[src/rtl/thermal_pkg.sv]
package thermal_pkg;
  // register offsets
  localparam int OFS_CTRL  = 'h40;
  localparam int OFS_INTEN = 'h44;
  localparam int OFS_STAT  = 'h48;
  localparam int OFS_ALARM = 'h50;
  localparam int OFS_SHUT  = 'h60;
  localparam int OFS_DATA  = 'h80;
  localparam int REG_STRIDE = 4;

  // field positions
  localparam int DIV_LSB = 16;
  localparam int HOT_LSB = 16;
  localparam int REL_LSB = 0;
  localparam int SHT_LSB = 16;

  // status layout: three groups, one bit per channel, group stride 4
  localparam int GRP_SPAN = 4;
  localparam int ALM_POS  = 0;
  localparam int SHD_POS  = 4;
  localparam int RDY_POS  = 8;

  function automatic int stat_width(input int nch);
    return 2 * GRP_SPAN + nch;
  endfunction
endpackage

[src/rtl/tm_divider.sv]
module tm_divider #(
  parameter int DIVW = 16
) (
  input  logic            clk,
  input  logic            rst,
  input  logic [DIVW-1:0] div_n,
  output logic            tick
);
  logic [DIVW-1:0] cnt;

  always_ff @(posedge clk) begin
    if (rst) begin
      cnt  <= '0;
      tick <= 1'b0;
    end else if (cnt >= div_n) begin
      cnt  <= '0;
      tick <= 1'b1;
    end else begin
      cnt  <= cnt + 1'b1;
      tick <= 1'b0;
    end
  end
endmodule

[src/rtl/tm_channel.sv]
module tm_channel #(
  parameter int CW = 12
) (
  input  logic          clk,
  input  logic          rst,
  input  logic          en,
  input  logic          tick,
  input  logic [CW-1:0] code_in,
  input  logic [CW-1:0] hot_lim,
  input  logic [CW-1:0] rel_lim,
  input  logic [CW-1:0] sht_lim,
  output logic [CW-1:0] data_q,
  output logic          armed,
  output logic          ev_alm,
  output logic          ev_sht,
  output logic          ev_rdy
);
  logic take;
  assign take = en & tick;

  always_ff @(posedge clk) begin
    if (rst) begin
      data_q <= '0;
      armed  <= 1'b0;
      ev_alm <= 1'b0;
      ev_sht <= 1'b0;
      ev_rdy <= 1'b0;
    end else begin
      ev_alm <= 1'b0;
      ev_sht <= 1'b0;
      ev_rdy <= 1'b0;
      if (take) begin
        data_q <= code_in;
        ev_rdy <= 1'b1;
        ev_sht <= (code_in <= sht_lim);
        if (!armed && (code_in <= hot_lim)) begin
          armed  <= 1'b1;
          ev_alm <= 1'b1;
        end else if (armed && (code_in > rel_lim)) begin
          armed <= 1'b0;
        end
      end
    end
  end
endmodule

[src/rtl/tm_status.sv]
module tm_status #(
  parameter int STW = 11
) (
  input  logic           clk,
  input  logic           rst,
  input  logic [STW-1:0] set_ev,
  input  logic [STW-1:0] clr_w1,
  input  logic [STW-1:0] inten,
  output logic [STW-1:0] stat_q,
  output logic           irq
);
  always_ff @(posedge clk) begin
    if (rst) begin
      stat_q <= '0;
      irq    <= 1'b0;
    end else begin
      stat_q <= (stat_q & ~clr_w1) | set_ev;
      irq    <= |(stat_q & inten);
    end
  end
endmodule

[src/rtl/tm_regs.sv]
module tm_regs
  import thermal_pkg::*;
#(
  parameter int NCH  = 3,
  parameter int CW   = 12,
  parameter int DIVW = 16,
  parameter int AW   = 8,
  parameter int DW   = 32,
  parameter int STW  = 11
) (
  input  logic              clk,
  input  logic              rst,
  input  logic              we,
  input  logic              re,
  input  logic [AW-1:0]     addr,
  input  logic [DW-1:0]     wdata,
  input  logic [NCH*CW-1:0] data_flat,
  input  logic [STW-1:0]    stat_q,
  input  logic [STW-1:0]    stat_mask,
  output logic [NCH-1:0]    ch_en,
  output logic [DIVW-1:0]   div_n,
  output logic [STW-1:0]    inten,
  output logic [NCH*CW-1:0] hot_flat,
  output logic [NCH*CW-1:0] rel_flat,
  output logic [NCH*CW-1:0] sht_flat,
  output logic [STW-1:0]    clr_w1,
  output logic [DW-1:0]     rdata
);
  localparam logic [AW-1:0] A_CTRL  = AW'(OFS_CTRL);
  localparam logic [AW-1:0] A_INTEN = AW'(OFS_INTEN);
  localparam logic [AW-1:0] A_STAT  = AW'(OFS_STAT);

  logic [CW-1:0] hot_r [NCH];
  logic [CW-1:0] rel_r [NCH];
  logic [CW-1:0] sht_r [NCH];
  logic [DW-1:0] rd_nxt;
  logic          unused_wbits;

  assign unused_wbits = ^wdata;
  assign clr_w1 = (we && addr == A_STAT) ? (wdata[STW-1:0] & stat_mask) : '0;

  always_ff @(posedge clk) begin
    if (rst) begin
      ch_en <= '0;
      div_n <= '0;
      inten <= '0;
    end else if (we) begin
      if (addr == A_CTRL) begin
        ch_en <= wdata[NCH-1:0];
        div_n <= wdata[DIV_LSB +: DIVW];
      end
      if (addr == A_INTEN) inten <= wdata[STW-1:0] & stat_mask;
    end
  end

  for (genvar i = 0; i < NCH; i++) begin : g_lim
    localparam logic [AW-1:0] A_ALM = AW'(OFS_ALARM + REG_STRIDE * i);
    localparam logic [AW-1:0] A_SHT = AW'(OFS_SHUT + REG_STRIDE * i);

    always_ff @(posedge clk) begin
      if (rst) begin
        hot_r[i] <= '0;
        rel_r[i] <= '0;
        sht_r[i] <= '0;
      end else if (we) begin
        if (addr == A_ALM) begin
          hot_r[i] <= wdata[HOT_LSB +: CW];
          rel_r[i] <= wdata[REL_LSB +: CW];
        end
        if (addr == A_SHT) sht_r[i] <= wdata[SHT_LSB +: CW];
      end
    end

    assign hot_flat[i*CW +: CW] = hot_r[i];
    assign rel_flat[i*CW +: CW] = rel_r[i];
    assign sht_flat[i*CW +: CW] = sht_r[i];
  end

  always_comb begin
    rd_nxt = '0;
    if (addr == A_CTRL) begin
      rd_nxt[NCH-1:0]          = ch_en;
      rd_nxt[DIV_LSB +: DIVW]  = div_n;
    end
    if (addr == A_INTEN) rd_nxt[STW-1:0] = inten;
    if (addr == A_STAT)  rd_nxt[STW-1:0] = stat_q;
    for (int i = 0; i < NCH; i++) begin
      if (addr == AW'(OFS_ALARM + REG_STRIDE * i)) begin
        rd_nxt[HOT_LSB +: CW] = hot_r[i];
        rd_nxt[REL_LSB +: CW] = rel_r[i];
      end
      if (addr == AW'(OFS_SHUT + REG_STRIDE * i))
        rd_nxt[SHT_LSB +: CW] = sht_r[i];
      if (addr == AW'(OFS_DATA + REG_STRIDE * i))
        rd_nxt[CW-1:0] = data_flat[i*CW +: CW];
    end
  end

  always_ff @(posedge clk) begin
    if (rst)     rdata <= '0;
    else if (re) rdata <= rd_nxt;
  end
endmodule

[src/rtl/thermal_monitor.sv]
module thermal_monitor
  import thermal_pkg::*;
#(
  parameter int NCH  = 3,
  parameter int CW   = 12,
  parameter int DIVW = 16,
  parameter int AW   = 8,
  parameter int DW   = 32
) (
  input  logic              clk,
  input  logic              rst,
  input  logic              bus_we,
  input  logic              bus_re,
  input  logic [AW-1:0]     bus_addr,
  input  logic [DW-1:0]     bus_wdata,
  output logic [DW-1:0]     bus_rdata,
  input  logic [NCH*CW-1:0] samp_code,
  output logic              irq
);
  localparam int STW = stat_width(NCH);

  logic [NCH-1:0]    ch_en;
  logic [DIVW-1:0]   div_n;
  logic [STW-1:0]    inten;
  logic [STW-1:0]    stat_q;
  logic [STW-1:0]    clr_w1;
  logic [STW-1:0]    set_ev;
  logic [STW-1:0]    stat_mask;
  logic [NCH*CW-1:0] hot_flat, rel_flat, sht_flat, data_flat;
  logic [NCH-1:0]    ev_alm, ev_sht, ev_rdy, armed;
  logic              tick;

  always_comb begin
    stat_mask = '0;
    set_ev    = '0;
    for (int i = 0; i < NCH; i++) begin
      stat_mask[ALM_POS + i] = 1'b1;
      stat_mask[SHD_POS + i] = 1'b1;
      stat_mask[RDY_POS + i] = 1'b1;
      set_ev[ALM_POS + i]    = ev_alm[i];
      set_ev[SHD_POS + i]    = ev_sht[i];
      set_ev[RDY_POS + i]    = ev_rdy[i];
    end
  end

  tm_regs #(
    .NCH(NCH), .CW(CW), .DIVW(DIVW), .AW(AW), .DW(DW), .STW(STW)
  ) u_regs (
    .clk(clk), .rst(rst), .we(bus_we), .re(bus_re), .addr(bus_addr),
    .wdata(bus_wdata), .data_flat(data_flat), .stat_q(stat_q),
    .stat_mask(stat_mask), .ch_en(ch_en), .div_n(div_n), .inten(inten),
    .hot_flat(hot_flat), .rel_flat(rel_flat), .sht_flat(sht_flat),
    .clr_w1(clr_w1), .rdata(bus_rdata)
  );

  tm_divider #(.DIVW(DIVW)) u_div (
    .clk(clk), .rst(rst), .div_n(div_n), .tick(tick)
  );

  for (genvar i = 0; i < NCH; i++) begin : g_ch
    tm_channel #(.CW(CW)) u_ch (
      .clk(clk), .rst(rst), .en(ch_en[i]), .tick(tick),
      .code_in(samp_code[i*CW +: CW]),
      .hot_lim(hot_flat[i*CW +: CW]),
      .rel_lim(rel_flat[i*CW +: CW]),
      .sht_lim(sht_flat[i*CW +: CW]),
      .data_q(data_flat[i*CW +: CW]),
      .armed(armed[i]),
      .ev_alm(ev_alm[i]), .ev_sht(ev_sht[i]), .ev_rdy(ev_rdy[i])
    );
  end

  tm_status #(.STW(STW)) u_stat (
    .clk(clk), .rst(rst), .set_ev(set_ev), .clr_w1(clr_w1),
    .inten(inten), .stat_q(stat_q), .irq(irq)
  );
endmodule

[config.mk]
export PLATFORM = sky130hd
export DESIGN_NAME = thermal_monitor
export DESIGN_NICKNAME = d
export VERILOG_FILES = /design/src/rtl/thermal_pkg.sv /design/src/rtl/tm_divider.sv /design/src/rtl/tm_channel.sv /design/src/rtl/tm_status.sv /design/src/rtl/tm_regs.sv /design/src/rtl/thermal_monitor.sv
export SDC_FILE = /design/constraint.sdc
export NUM_CORES = 1
export LEC_CHECK = 0
export BUFFER_PORTS_ARGS = -buffer_cell sky130_fd_sc_hd__buf_4
export CAP_MARGIN = 25
export CORE_UTILIZATION = 50
export CTS_BUF_LIST = sky130_fd_sc_hd__clkbuf_4
export DETAILED_ROUTE_END_ITERATION = 8
export GPL_TIMING_DRIVEN = 1
export HOLD_SLACK_MARGIN = 0.03
export PLACE_DENSITY_LB_ADDON = 0.1
export SETUP_SLACK_MARGIN = 0.15
export SYNTH_ARGS = -nofsm -noshare
export SYNTH_HDL_FRONTEND = slang
export SYNTH_HIERARCHICAL = 1
export SYNTH_SLANG_ARGS = --single-unit
[constraint.sdc]
create_clock -name clk -period 2 [get_ports clk]
set_input_delay 0.1 -clock clk [delete_from_list [all_inputs] [get_ports clk]]
set_output_delay 0.1 -clock clk [all_outputs]
set_load 0.1 [all_outputs]
# Word level (Yosys, flattened, before mapping)
# Memory sizes are Yosys's and may differ from the RTL's.
# Cells that the tools add are included.
dict set report word_totals {
  ff_bits 133
  ramBits 108
  inputBits 80
  output_inout_bits 33
  elab_cells 156
  n_memories 3
}
# memory words width read_ports rd_clocked_by_memory_dff wr line_no
set memory_table {}
lappend memory_table {u_regs.hot_r 3 12 3 0 3 tm_regs.sv:33} ;# logic [CW-1:0] hot_r [NCH];
lappend memory_table {u_regs.rel_r 3 12 3 0 3 tm_regs.sv:34} ;# logic [CW-1:0] rel_r [NCH];
lappend memory_table {u_regs.sht_r 3 12 3 0 3 tm_regs.sv:35} ;# logic [CW-1:0] sht_r [NCH];
dict set report classes {
  add_sub_neg 1
  order_cmp 10
  eq_ne 12
  muxes 65
  bitwise_logic 19
  n_reduce_logical 23
}
# op count
set op_table {}
lappend op_table {{$mux W12} 21}
lappend op_table {{$eq A8 B7 Y1 const B} 9}
lappend op_table {{$le A12 B12 Y1} 6}
lappend op_table {{$mux W1} 39}
lappend op_table {{$gt A12 B12 Y1} 3}
lappend op_table {{$mux W11} 3}
lappend op_table {{$eq A8 B8 Y1 const B} 3}
lappend op_table {{$and A11 B11 Y11} 2}
lappend op_table {{$add A16 B1 Y16 const B} 1}
lappend op_table {{$ge A16 B16 Y1} 1}
lappend op_table {{$mux W16} 1}
lappend op_table {{$not A11 Y11} 1}
lappend op_table {{$or A11 B11 Y11} 1}
lappend op_table {{$reduce_or A11 Y1} 1}
lappend op_table {{$reduce_and A2 Y1} 5}
lappend op_table {{$or A1 B1 Y1} 9}
lappend op_table {{$reduce_or A2 Y1} 4}
lappend op_table {{$logic_and A1 B1 Y1} 7}
lappend op_table {{$reduce_bool A2 Y1} 3}
lappend op_table {{$and A1 B1 Y1} 3}
lappend op_table {{$logic_not A1 Y1} 3}
lappend op_table {{$mux W3} 1}
lappend op_table {{$not A1 Y1} 3}

# Depth between registers and ports, before layout
dict set report logic_depth {
  ltp_word 10
  ltp_mapped 9
  depth_no_buf 7
}

# Modules after synthesis
# The synthesis kept the hierarchy.
# module instances cells_per_inst area_per_inst_um2
set by_module_without_submodules {}
lappend by_module_without_submodules {tm_regs 1 776 8060.2}
lappend by_module_without_submodules {tm_channel 3 191 1443.9}
lappend by_module_without_submodules {tm_divider 1 138 1157.4}
lappend by_module_without_submodules {tm_status 1 52 446.7}
lappend by_module_without_submodules {thermal_monitor 1 2 7.5}

# Worst setup path after synthesis
# Ideal clock, no wire load.
dict set report synth_path {
  path_type {input to register}
  start {input bus_addr[1]}
  end {memory u_regs.hot_r[0][0] (enable)}
  setup_ns 0.380
  arrival_ns 1.674
  slack_ns -0.054
  path_stages 5
  n_path_buf 2
  path_cell_list {buf_6 -> or4_4 -> buf_6 -> nor2_1 -> a21o_1}
}
# item line_no
set synth_lines {}
lappend synth_lines {{start, declared} thermal_monitor.sv:14} ;# input logic [AW-1:0] bus_addr,
lappend synth_lines {{end, declared} tm_regs.sv:33}

# Worst setup path in the final report
dict set report layout_path {
  start {input bus_addr[1]}
  end {register u_regs.rdata[10]}
}
dict set report layout_between {
  elab_chain_cells 9
}
# item line_no
set layout_lines {}
lappend layout_lines {{$eq A8 B7 Y1} tm_regs.sv:85} ;# if (addr == A_INTEN) rd_nxt[STW-1:0] = inten;
lappend layout_lines {{$mux W11} tm_regs.sv:85}
lappend layout_lines {{$mux W11} tm_regs.sv:86} ;# if (addr == A_STAT) rd_nxt[STW-1:0] = stat_q;
lappend layout_lines {{$mux W12} tm_regs.sv:88} ;# if (addr == AW'(OFS_ALARM + REG_STRIDE * i)) begin
lappend layout_lines {{$mux W12} tm_regs.sv:94} ;# if (addr == AW'(OFS_DATA + REG_STRIDE * i))
lappend layout_lines {{$mux W12} tm_regs.sv:88}
lappend layout_lines {{$mux W12} tm_regs.sv:94}
lappend layout_lines {{$mux W12} tm_regs.sv:88}
lappend layout_lines {{$mux W12 (*)} tm_regs.sv:94}
lappend layout_lines {{end signal, assigned} tm_regs.sv:101} ;# else if (re) rdata <= rd_nxt;
lappend layout_lines {{end, declared} tm_regs.sv:27} ;# output logic [DW-1:0] rdata
# Mark *: on every way between the ends. The rest lies on a longest branch, timed or not.
# A chain may end at the register's enable or synchronous reset.

==> results.sh <==
export IMPL_layout_min_cycle_time_ns=1.83
export IMPL_power_report_internal_total_mw=8.49
export IMPL_final_hold_worst_slack_ns=0.122
export IMPL_rsz0062_at_grt="false"
export IMPL_synth_cells=1541
export IMPL_worst_endpoint_required_ns=2.58
export IMPL_power_switching_mw=3.11
export IMPL_synth_main_ff_cell="dfxtp_1"
export IMPL_startpoint="bus_addr[1]"
export IMPL_layout_area_seq_sq_um=5950
export IMPL_timing_max_transition_violations_final=0
export IMPL_maxCapViolCount=0
export IMPL_detail_route_iter0_violations=1071
export IMPL_critPathCaptureType="flip-flop"
export IMPL_report_power_total_mw=11.6
export IMPL_peakVddDrop_uv=456
export IMPL_num_io_pins=113
export IMPL_timing_hold_worst_start="bus_addr[1]"
export IMPL_slew_headroom_pct=44.6
export IMPL_cts_tree="done"
export IMPL_place_congestion=0.912
export IMPL_die_outline_height_um=169
export IMPL_netSwitchingFraction_pct=26.8
export IMPL_synth_edff_count=108
export IMPL_design_area_sq_um=17200
export IMPL_placed_area_sq_um=15500
export IMPL_core_rowCount=60
export IMPL_clock_latency_ns=0.69
export IMPL_final_critical_path_setup_slack_ns=0.169
export IMPL_core_sq_um=27200
export IMPL_multi_input_comb_area_sq_um=7250
export IMPL_distinct_cell_type_count_after_synthesis=77
export IMPL_post_place_ws_ns=-0.0374
export IMPL_synthesis_yosys_warnings=6
export IMPL_cts_sinks=243
export IMPL_dieWidth_um=169
export IMPL_max_fanout_on_critical_path=26
export IMPL_holdCritPathClass="in2reg"
export IMPL_synthArstFlopShare_pct=0
export IMPL_total_global_routing_track_utilization_pct=32.7
export IMPL_cts_made_buffers=69
export IMPL_setup_viol=0
export IMPL_power_per_cell_area_nw_per_um2=673
export IMPL_tightestPinTransition_ns=0.829
export IMPL_post_drt_via_cell_ratio=5.74
export IMPL_cts_root_buf="clkbuf_4"
export IMPL_ys_seq_area_share_pct=42.5
export IMPL_clk_transition_reported_paths_ns=0.07
export IMPL_port_buffers=104
export IMPL_worstSetupStartpointType="input pin"
export IMPL_gr_total_overflow=0
export IMPL_layout_area_overhead_vs_synth_pct=23.1
export IMPL_status="finished clean"
export IMPL_skew_ns=0.0606
export IMPL_dp_hpwl_um=34400
export IMPL_setup_worst_path_class="in2reg"
export IMPL_layout_filler_cells=2417
export IMPL_synthesis_area_per_instance_sq_um=9.09
export IMPL_synth_seq_cells=243
export IMPL_timing_hold_violations_final=0
export IMPL_share_seq_of_total_power_pct=46.7
export IMPL_max_freq_mhz=546
export IMPL_combinationalPowerShare_pct=12.2
export IMPL_grt_max_degree=40
export IMPL_static_leakage_power_nw=6.96
export IMPL_r2r_start="u_div/tick"
export IMPL_via_count_of_the_first_global_routing_pass=12400
export IMPL_via_count=12800
export IMPL_clockPowerShare_pct=41.1
export IMPL_finalCritPeriodShare_pct=91.6
export IMPL_post_route_cells_drive_above_1_share_pct=18.4
export IMPL_drc_errors=0
export IMPL_setup_total_negative_slack_ns=0
export IMPL_drt_antenna_violating_nets=0
export IMPL_grt_first_pass_wirelength_um=70600
export IMPL_cts_repair_timing_setup_buffer_count=0
export IMPL_signal_arrival_time_at_the_worst_endpoint_ns=2.41
export IMPL_grt_antenna_before_repair=1
export IMPL_clock_path_buffers=3
export IMPL_die_ar_sq_um=28700
export IMPL_drt_pre_antenna_iters=6
export IMPL_wl_per_cell_um=20.7
export IMPL_num_nets_final=2010
export IMPL_wirelength_um=46300
export IMPL_cts_max_level=3
export IMPL_effective_utilization_at_floorplan_pct=51.5
export IMPL_synthesis_area_sq_um=14000
## area by class of cell
cell class	count	area share, %
multi-input combinational	1109	42.1
sequential	243	34.5
timing repair buffer	245	12.4
clock buffer	111	4.84
inverter	137	2.98
tap	372	2.70
clock inverter	13	0.443
antenna	2	0.0290
## power by group through the flow
stage	Combinational, mW	Sequential (mW)	Clock, mW
final	1.42	5.42	4.77
after global routing	1.53	5.43	5.10
after detailed placement	1.28	5.52	0
after floorplan	0.685	5.54	0
after CTS	1.39	5.41	4.86
after global placement	1.24	5.52	0
## critical path, cell delays in order
cell and delay [ns]:
buf_4 0.16, dlygate4sd3_1 0.60, nor4b_4 0.33, buf_12 0.23, a31oi_1 0.06, o21ai_0 0.37
a31oi_1 0.20, a2111oi_2 0.34
## sequential cells by signal, indices dropped and copies added, names as in the netlist, 11 cells and up
register and count:
g_ch.u_ch/data_q 36, u_regs/hot_r 36, u_regs/rel_r 36, u_regs/sht_r 36, u_regs/rdata 28, u_div/cnt 16
u_regs/div_n 16, u_regs/inten 11, u_stat/stat_q 11
## cell families after synthesis
kind of cell,count (synthesis),synth area share [%]
AOI/OAI and AO/OA,375,17.1
xor gates and xnor gates,13,0.813
adders and majority gates,125,11.2
buffers and inverters,214,6.71
DFF,243,42.5
muxes,7,0.509
other,3,0.0804
and+or+nand+nor,561,21.2
## cells in the mapped netlist, drive strengths merged (8+ instances only)
cell type  count  area share [%]
nand2        205             5.6
a22oi         28             1.5
and2         112             5.0
o21a           9            0.48
inv          136             3.6
nor2b         20             1.1
nand2b         8            0.36
o221ai        12            0.75
a21oi        161             5.8
a31oi         26             1.2
nand4         29             1.4
ha           125              11
dfxtp        135              19
nand3         32             1.3
or3            8            0.37
nor4           8            0.46
o22ai         41             1.9
edfxtp       108              23
nor3          31             1.2
buf           49             2.3
nor2          77             2.1
o21ai         35             1.3
clkbuf        28            0.78
o211ai        11            0.59
xnor2         11            0.69
## per-layer routing
layer / part of all wire [%] / vias up / track usage (%)
met3: 9.6 / 89 / 6.53
met1: 43 / 6063 / 44.8
met2: 44 / 615 / 51.1
met4: 3.1 / 0 / 11.8
li1: - / 6041 / -
met5: 0 / - / 0
## through the flow
| step | utilization, % | instances |
|---|---|---|
| finish | 63.4 | 2232 |
| CTS | 63.3 | 2230 |
| floorplan | - | 1566 |
| detailed placement | 57.0 | 2027 |
| global placement | 57.0 | 2027 |
| global route | 63.4 | 2232 |
## cells in the final DEF, fill, tap and decap left out, drive strengths merged, types with 12 or more instances in the layout
cell type    count
o21ai           35
nor2            77
o221ai          12
inv            139
ha             125
o22ai           41
a31oi           26
conb            28
dfxtp          135
dlygate4sd3     79
clkbuf         111
a22oi           28
nand2          205
nand3           32
nor2b           20
a21oi          161
nor3            31
nand4           29
edfxtp         108
and2           112
buf            166
## what timing repair did
action / CTS / global route
pin swaps: 0 / 2
gates resized for setup: 3 / 12
setup endpoints to repair: 14 / 22
hold endpoints to repair: 208 / 0
hold buffers: 79 / 0
## path summary, 6_finish.rpt
kind / to / slack [ns] / cells past startpoint
worst max-delay path: u_regs/rdata[10] / 0.17 / 8
worst min-delay path: u_regs/rdata[4] / 0.12 / 6
worst max register to register: g_ch[1].u_ch/data_q[2] / 0.19 / 5
worst min register to register: u_stat/stat_q[4] / 0.44 / 2
No activity file was read; power rests on OpenSTA's default activity.
